## config.mk

```make
export PLATFORM = sky130hd
export DESIGN_NAME = spi_master_buf
export DESIGN_NICKNAME = d
export VERILOG_FILES = /design/src/rtl/spi_master_buf.sv
export SDC_FILE = /design/constraint.sdc
export NUM_CORES = 1
export LEC_CHECK = 0
export BUFFER_PORTS_ARGS = -buffer_cell sky130_fd_sc_hd__buf_2
export CAP_MARGIN = 30
export CORE_MARGIN = 2
export CORE_UTILIZATION = 41
export DETAILED_ROUTE_END_ITERATION = 8
export PLACE_DENSITY_LB_ADDON = 0.2
export SLEW_MARGIN = 25
export SYNTH_ARGS = -nofsm -noshare
export SYNTH_HDL_FRONTEND = slang
export SYNTH_SLANG_ARGS = --single-unit
```

## constraint.sdc

```tcl
create_clock -name clk -period 2.7 [get_ports clk]
set_input_delay 0.405 -clock clk [delete_from_list [all_inputs] [get_ports clk]]
set_output_delay 0.405 -clock clk [all_outputs]
set_load 0.01 [all_outputs]
```

## src/rtl/spi_master_buf.sv

```systemverilog
module spi_master_buf #(
  parameter int WIDTH = 8,
  parameter int DIV_0 = 3,
  parameter int DIV_1 = 6,
  parameter int DIV_2 = 12,
  parameter int DIV_3 = 48
) (
  input  logic             clk,
  input  logic             rst_n,
  input  logic             wr_en,
  input  logic [WIDTH-1:0] wdata,
  input  logic             rd_en,
  output logic [WIDTH-1:0] rdata,
  input  logic [1:0]       rate_sel,
  input  logic             cpol,
  input  logic             cpha,
  output logic             sck,
  output logic             mosi,
  input  logic             miso,
  output logic             tx_full,
  output logic             busy,
  output logic             overrun,
  output logic             done_irq
);
  localparam int CW = $clog2(DIV_3 + 1);
  localparam int BW = $clog2(WIDTH);
  localparam logic [CW-1:0] P0 = CW'(DIV_0), P1 = CW'(DIV_1);
  localparam logic [CW-1:0] P2 = CW'(DIV_2), P3 = CW'(DIV_3);
  localparam logic [CW-1:0] L0 = CW'(DIV_0 - DIV_0 / 3), L1 = CW'(DIV_1 / 2);
  localparam logic [CW-1:0] L2 = CW'(DIV_2 / 2), L3 = CW'(DIV_3 / 2);

  logic [CW-1:0]    per, lead, cnt_q;
  logic [BW-1:0]    bit_q;
  logic [WIDTH-1:0] sh_q, tb_q, rx_q, tb_d;
  logic             busy_q, tf_q, unread_q, ovr_q, irq_q, smp_q, mq_q;
  logic             bit_end, last, lead_hit, tf_d, din, load;

  always_comb begin
    case (rate_sel)
      2'd0:    begin per = P0; lead = L0; end
      2'd1:    begin per = P1; lead = L1; end
      2'd2:    begin per = P2; lead = L2; end
      default: begin per = P3; lead = L3; end
    endcase
  end

  assign bit_end  = busy_q && (cnt_q == per - 1'b1);
  assign last     = bit_end && (bit_q == BW'(WIDTH - 1));
  assign lead_hit = busy_q && (cnt_q == lead - 1'b1);
  assign tb_d     = wr_en ? wdata : tb_q;
  assign tf_d     = wr_en | tf_q;
  assign din      = cpha ? miso : smp_q;
  assign load     = (!busy_q || last) && tf_d;

  assign sck      = cpol ^ (busy_q && (cnt_q >= lead));
  assign mosi     = cpha ? mq_q : sh_q[WIDTH-1];
  assign rdata    = rx_q;
  assign tx_full  = tf_q;
  assign busy     = busy_q;
  assign overrun  = ovr_q;
  assign done_irq = irq_q;

  always_ff @(posedge clk or negedge rst_n) begin
    if (!rst_n) begin
      busy_q <= 1'b0; cnt_q <= '0; bit_q <= '0;
      sh_q <= '0; tb_q <= '0; tf_q <= 1'b0;
      smp_q <= 1'b0; mq_q <= 1'b0;
    end else begin
      if (lead_hit) begin
        smp_q <= miso;
        mq_q  <= sh_q[WIDTH-1];
      end
      if (load) begin
        sh_q   <= tb_d;
        busy_q <= 1'b1;
        cnt_q  <= '0;
        bit_q  <= '0;
        tf_q   <= 1'b0;
      end else begin
        tb_q <= tb_d;
        tf_q <= tf_d;
        if (last) busy_q <= 1'b0;
        if (bit_end) begin
          sh_q  <= {sh_q[WIDTH-2:0], din};
          cnt_q <= '0;
          bit_q <= bit_q + 1'b1;
        end else if (busy_q) begin
          cnt_q <= cnt_q + 1'b1;
        end
      end
    end
  end

  always_ff @(posedge clk or negedge rst_n) begin
    if (!rst_n) begin
      rx_q <= '0; unread_q <= 1'b0; ovr_q <= 1'b0; irq_q <= 1'b0;
    end else begin
      irq_q <= last;
      if (last) begin
        rx_q     <= {sh_q[WIDTH-2:0], din};
        unread_q <= 1'b1;
        ovr_q    <= ovr_q | unread_q;
      end else if (rd_en) begin
        unread_q <= 1'b0;
        ovr_q    <= 1'b0;
      end
    end
  end
endmodule

```

Yosys cells after proc, flatten, opt, wreduce, memory -nomap -nowiden
Index checks and enable logic that the tools add are counted.

word-level totals
  flip-flop bits (word level) = 40
  latch bits = 0
  memory bits (writable) = 0
  bits in read-only memories = 0
  input port bits = 17
  output and inout bits = 14
  logic and storage cells = 55
  memories kept = 0

operators by class
  add/sub/neg operators = 4
  multipliers = 0
  divide/modulo/power cells = 0
  $lt $le $gt $ge = 1
  eq/ne operators = 5
  shift-type cells = 0
  multiplexer cells = 18
  bitwise gates (word level) = 3
  reduce and logical (&&, ||, !) cells = 12

operators by type and width
  operator               number
  $mux W8                3
  $mux W6                3
  $pmux W6 S3            1
  $pmux W5 S3            1
  $eq A6 B6 Y1           2
  $sub A6 B1 Y6 const B  2
  $mux W1                8
  $add A6 B1 Y6 const B  1
  $ge A6 B6 Y1           1
  $mux W3                2
  $reduce_bool A2 Y1     3
  $logic_and A1 B1 Y1    5
  $add A3 B1 Y3 const B  1
  $eq A3 B3 Y1 const B   1
  $reduce_bool A3 Y1     1
  $eq A2 B1 Y1 const B   1
  $eq A2 B2 Y1 const B   1
  $logic_not A2 Y1       1
  $or A1 B1 Y1           2
  $logic_not A1 Y1       1
  $logic_or A1 B1 Y1     1
  $xor A1 B1 Y1          1

Depth between registers and ports, before layout
  word-level depth = 9
  depth in mapped cells = 11
  mapped depth without buffers = 8

Worst setup path before layout
No wires, ideal clock.

  kind = input-to-reg
  start = input rate_sel[1]
  end = register sh_q[6]
  library setup time = 0.125 ns
  arrival time = 2.551 ns
  required time = 2.575 ns
  path slack = 0.024 ns
  stages on the path = 10
  path buffers = 2
  cells stage by stage = buf_4 nand2_1 inv_1 ha_1 xor2_1 o311ai_1 or4b_4 a21oi_2 buf_6 mux2_2

between the ends
  cells in the longest elaborated chain, start to end = 9
  elaborated cells between the ends (all ways) = 12
  classes of those cells = add/sub: 1; eq/ne: 3; mux: 2; reduce/logical: 6

RTL lines
  element                                               RTL line  RTL
  start, declared                                       14        input logic [1:0] rate_sel,
  $eq A2 B2 Y1, or another cell as far along            39        case (rate_sel)
  $pmux W6 S3 (*)                                       39
  $sub A6 B1 Y6 (*)                                     47        assign bit_end = busy_q && (cnt_q == per - 1'b1);
  $eq A6 B6 Y1 (*)                                      47
  $logic_and A1 B1 Y1 (*)                               47
  $logic_and A1 B1 Y1                                   48        assign last = bit_end && (bit_q == BW'(WIDTH - 1));
  $logic_or A1 B1 Y1                                    53        assign load = (!busy_q || last) && tf_d;
  $logic_and A1 B1 Y1                                   53
  $mux W8 / $reduce_bool A2 Y1 (equally long branches)  --
  end signal, assigned                                  74        sh_q <= tb_d;
  end signal, assigned                                  84        sh_q <= {sh_q[WIDTH-2:0], din};
  end, declared                                         34        logic [WIDTH-1:0] sh_q, tb_q, rx_q, tb_d;

Every way passes the cells marked *; elsewhere a longest branch is shown, timed or not.
A chain may end at the register's enable or synchronous reset.

Final worst setup path
  start = register cnt_q[0]
  end = output sck

between the ends
  cells in the longest elaborated chain, start to end = 3

RTL lines
  element                 RTL line  RTL
  start, declared         32        logic [CW-1:0] per, lead, cnt_q;
  start signal, assigned  88        cnt_q <= cnt_q + 1'b1;
  $ge A6 B6 Y1            55        assign sck = cpol ^ (busy_q && (cnt_q >= lead));
  $logic_and A1 B1 Y1     55
  $xor A1 B1 Y1           55
  end, declared           17        output logic sck,

No other way between the ends.

==> impl_metrics.csv <==
group,metric,value,unit
outcome,status,"completed",
finish,stdcell_area,2590,sq um
critical_path,critical_path_buf_inv_count,2,
power_and_ir_drop,p_leak,1.24,nW
sta,fin_skew,0.00888,ns
place,dp_slack,0.000870,ns
synth,synth-async-reset-ratio,100,%
die,start_util,42.1,%
sta,slew_headroom,72.5,%
critical_path,path_cells,"inv_2, ha_4, nand2b_4, maj3_1, a31oi_1, nor3_1, or3b_4, buf_6",
critical_path,criticalPathCategory,"reg -> out",
power_and_ir_drop,power,1.98,mW
synth,synth_ff_type,"dfrtp_1",
cts,numCtsBuffers,5,
grt,antenna_found_initial,0,
critical_path,timing.reg2reg.worst_path_depth,8,
power_and_ir_drop,seq_power_share,45.1,%
grt,grt_use_total,14.8,%
synth,netlist-cell-type-count,38,
synth,synthTopCellsByArea,"dfrtp_1, mux2i_1, mux2_2, ha_1, inv_1",
synth,yosys.area_share.xor_xnor,3.69,%
routing,vias_per_cell,4.83,
die,coreArea,5070,sq um
power_and_ir_drop,power.switching,0.647,mW
synth,synth_fp_nets,216,
critical_path,cp_num_cells,8,
place,placed_area,2420,sq um
sta,setup_viol,0,
sta,fin_crit,2.62,ns
power_and_ir_drop,comb_power_share,34.5,%
critical_path,max_stage_delay,0.39,ns
sta,max_freq,0.382,GHz
cts,cts_hold_buffers,0,
critical_path,end_kind,"output pin",
place,gp_congestion,0.753,
sta,period_share,96.9,%
routing,dr.pass1.iters,4,
grt,grt_max_degree,41,
synth,synth.ff_latch_count,40,
sta,fin_setup_tns,0,ns
synth,synth_top_family_by_area,"multiplexers",
synth,synth.most_common_cell,"dfrtp_1",
routing,drtIter0Drc,39,
synth,syn_area_per_cell,11.2,sq um
die,rows,26,
routing,drc_errors,0,
finish,area_growth,20.9,%
power_and_ir_drop,switching_share,32.7,%
synth,netlist_area,2140,sq um
cts,cts-root-buf,"clkbuf_8",
cts,cts.sinks,40,
synth,synth-edff-count,0,
cts,cts_buffer_depth,2,
critical_path,path_delay_family,"simple AND/OR/NAND/NOR gates",
sta,setup_ws,0.0845,ns
run,drv_cap,0,
finish,finalNetCount,261,
synth,yosysWarningCount,0,
die,die_x,76.2,microns
finish,fin_cells,307,
grt,grt-ovfl-total,0,
hold_path,hold_path.class,"in -> async",
critical_path,cp_slowest_cell,"dfrtp_1",
power_and_ir_drop,p_int,1.33,mW
die,die_h,76.2,microns
synth,synth-simple-area-share,11.8,%
cts,clk_pin_slew,0.08,ns
synth,synthAdderAreaFrac,5.15,%
power_and_ir_drop,clkPwrFrac,20.4,%
power_and_ir_drop,vdd_drop_max,392,uV
finish,n_antenna_cell,0,
critical_path,cp.required,2.30,ns
cts,cts_max_level,2,
synth,synthDominantCellAreaShare,46.8,%
cts,clock_insertion_delay_worst_skew,0.29,ns
die,dieArea,5810,sq um
place,place_inst,296,
critical_path,cp_data_arrival_time,2.21,ns
power_and_ir_drop,power_density,764,nW/um^2
synth,synth_top_area_cell,"dfrtp_1",
synth,synthCells,191,
synth,synth_mux_area_share,21.5,%
routing,vias,1482,
synth,synth_commonest_cells,"dfrtp_1, mux2i_1, mux2_2",
sta,slew_viol_final,0,
cts,cts_tree,"built",
synth,yosysSeqAreaShare,46.8,%
routing,wirelength,4000,microns
grt,grt_pass1_wl,6840,microns
routing,antenna_left,0,
routing,wl_per_cell,13.0,microns
place,portBuffers,30,
finish,final_layout_size_suffix_gt1_share,33.8,%
place,hpwl,2910,microns
grt,grt_pass1_vias,1440,
synth,synth_compound_area_share,5.27,%
sta,tightest_slew,0.410,ns
die,io_pins,31,
critical_path,critical_path.startpoint_type,"flip-flop",
critical_path,worstPathMaxFanout,2,
sta,hold_viol,0,
final cells by class:
type                            instances  area (sq um)
Sequential cell                        40          1000
Multi-Input combinational cell        127          1040
Inverter                               13          48.8
Tap cell                               70          87.6
Clock buffer                            8          90.1
Timing Repair Buffer                   49           319
Fill cell                             492          2490
metal layers:
metal	track usage [%]	vias up	routed length [microns]
met3	3.79	6	139
met1	19.6	697	1940
met5	0	-	0
met4	4.91	0	54
met2	23.8	24	1870
li1	-	755	-
kinds of logic after synthesis:
family,Yosys count
AO/OA/AOI/OAI,17
XOR/XNOR,9
adder cells (fa/ha/maj),9
buffers and inverters,24
flip-flops,40
multiplexers,44
AND/OR/NAND/NOR,48
through the flow:
step                      hold WS, ns  util [%]
final                          0.0349      51.0
after global routing           0.0552      51.0
after CTS                       0.260      50.0
after detailed placement        0.476      47.7
after global placement          0.470      47.7
after floorplan                 0.109         -
what timing repair did:
action                                  in CTS  in global routing
endpoints found under the setup margin       1                  1
gates resized for setup                      2                  4
pin swaps                                    1                  2
buffers inserted                             2                  0
cells in the final DEF, fill, tap and decap left out, drive strengths merged, types with 3 or more instances in the layout:
master	count
buf	49
xor2	4
dfrtp	40
a21oi	5
mux2i	28
nand2	12
inv	13
ha	8
o21ai	3
nor3	8
nand2b	3
mux2	16
clkbuf	8
nand3	5
nor2	9
xnor2	5
worst register-to-register path, cell delays in order, from the launching register on:
cell and delay (ns):
dfrtp_1 0.36, buf_4 0.11, buf_4 0.13, nor2_1 0.05
o31a_1 0.29, or4b_4 0.56, a21oi_2 0.27, buf_4 0.26
mux2i_1 0.21
power groups by stage:
stage	logic, mW	registers (mW)	clock network, mW
6_report	0.683	0.891	0.403
5_1_grt	0.765	0.920	0.451
3_3_place_gp	0.597	0.909	0
3_5_place_dp	0.610	0.907	0
2_1_floorplan	0.494	0.831	0
4_1_cts	0.663	0.895	0.422
registers in the layout, summed over array words and instances, names as in the netlist:
register,flops
done_irq,1
tb_q,8
rdata,8
cnt_q,6
sh_q,8
smp_q,1
unread_q,1
bit_q,3
tx_full,1
busy,1
mq_q,1
overrun,1
path summary, 6_finish.rpt:
| path | from | end | slack, ns |
|---|---|---|---|
| max in group asynchronous | rst_n | bit_q[2] | 2.21 |
| worst max-delay path | cnt_q[0] | sck | 0.08 |
| worst min register to register | overrun | overrun | 0.49 |
| worst min-delay path | rst_n | tx_full | 0.03 |
| min in group clk | rd_en | unread_q | 0.31 |
| worst max register to register | cnt_q[0] | sh_q[2] | 0.37 |
(Power assumes the default switching activity.)
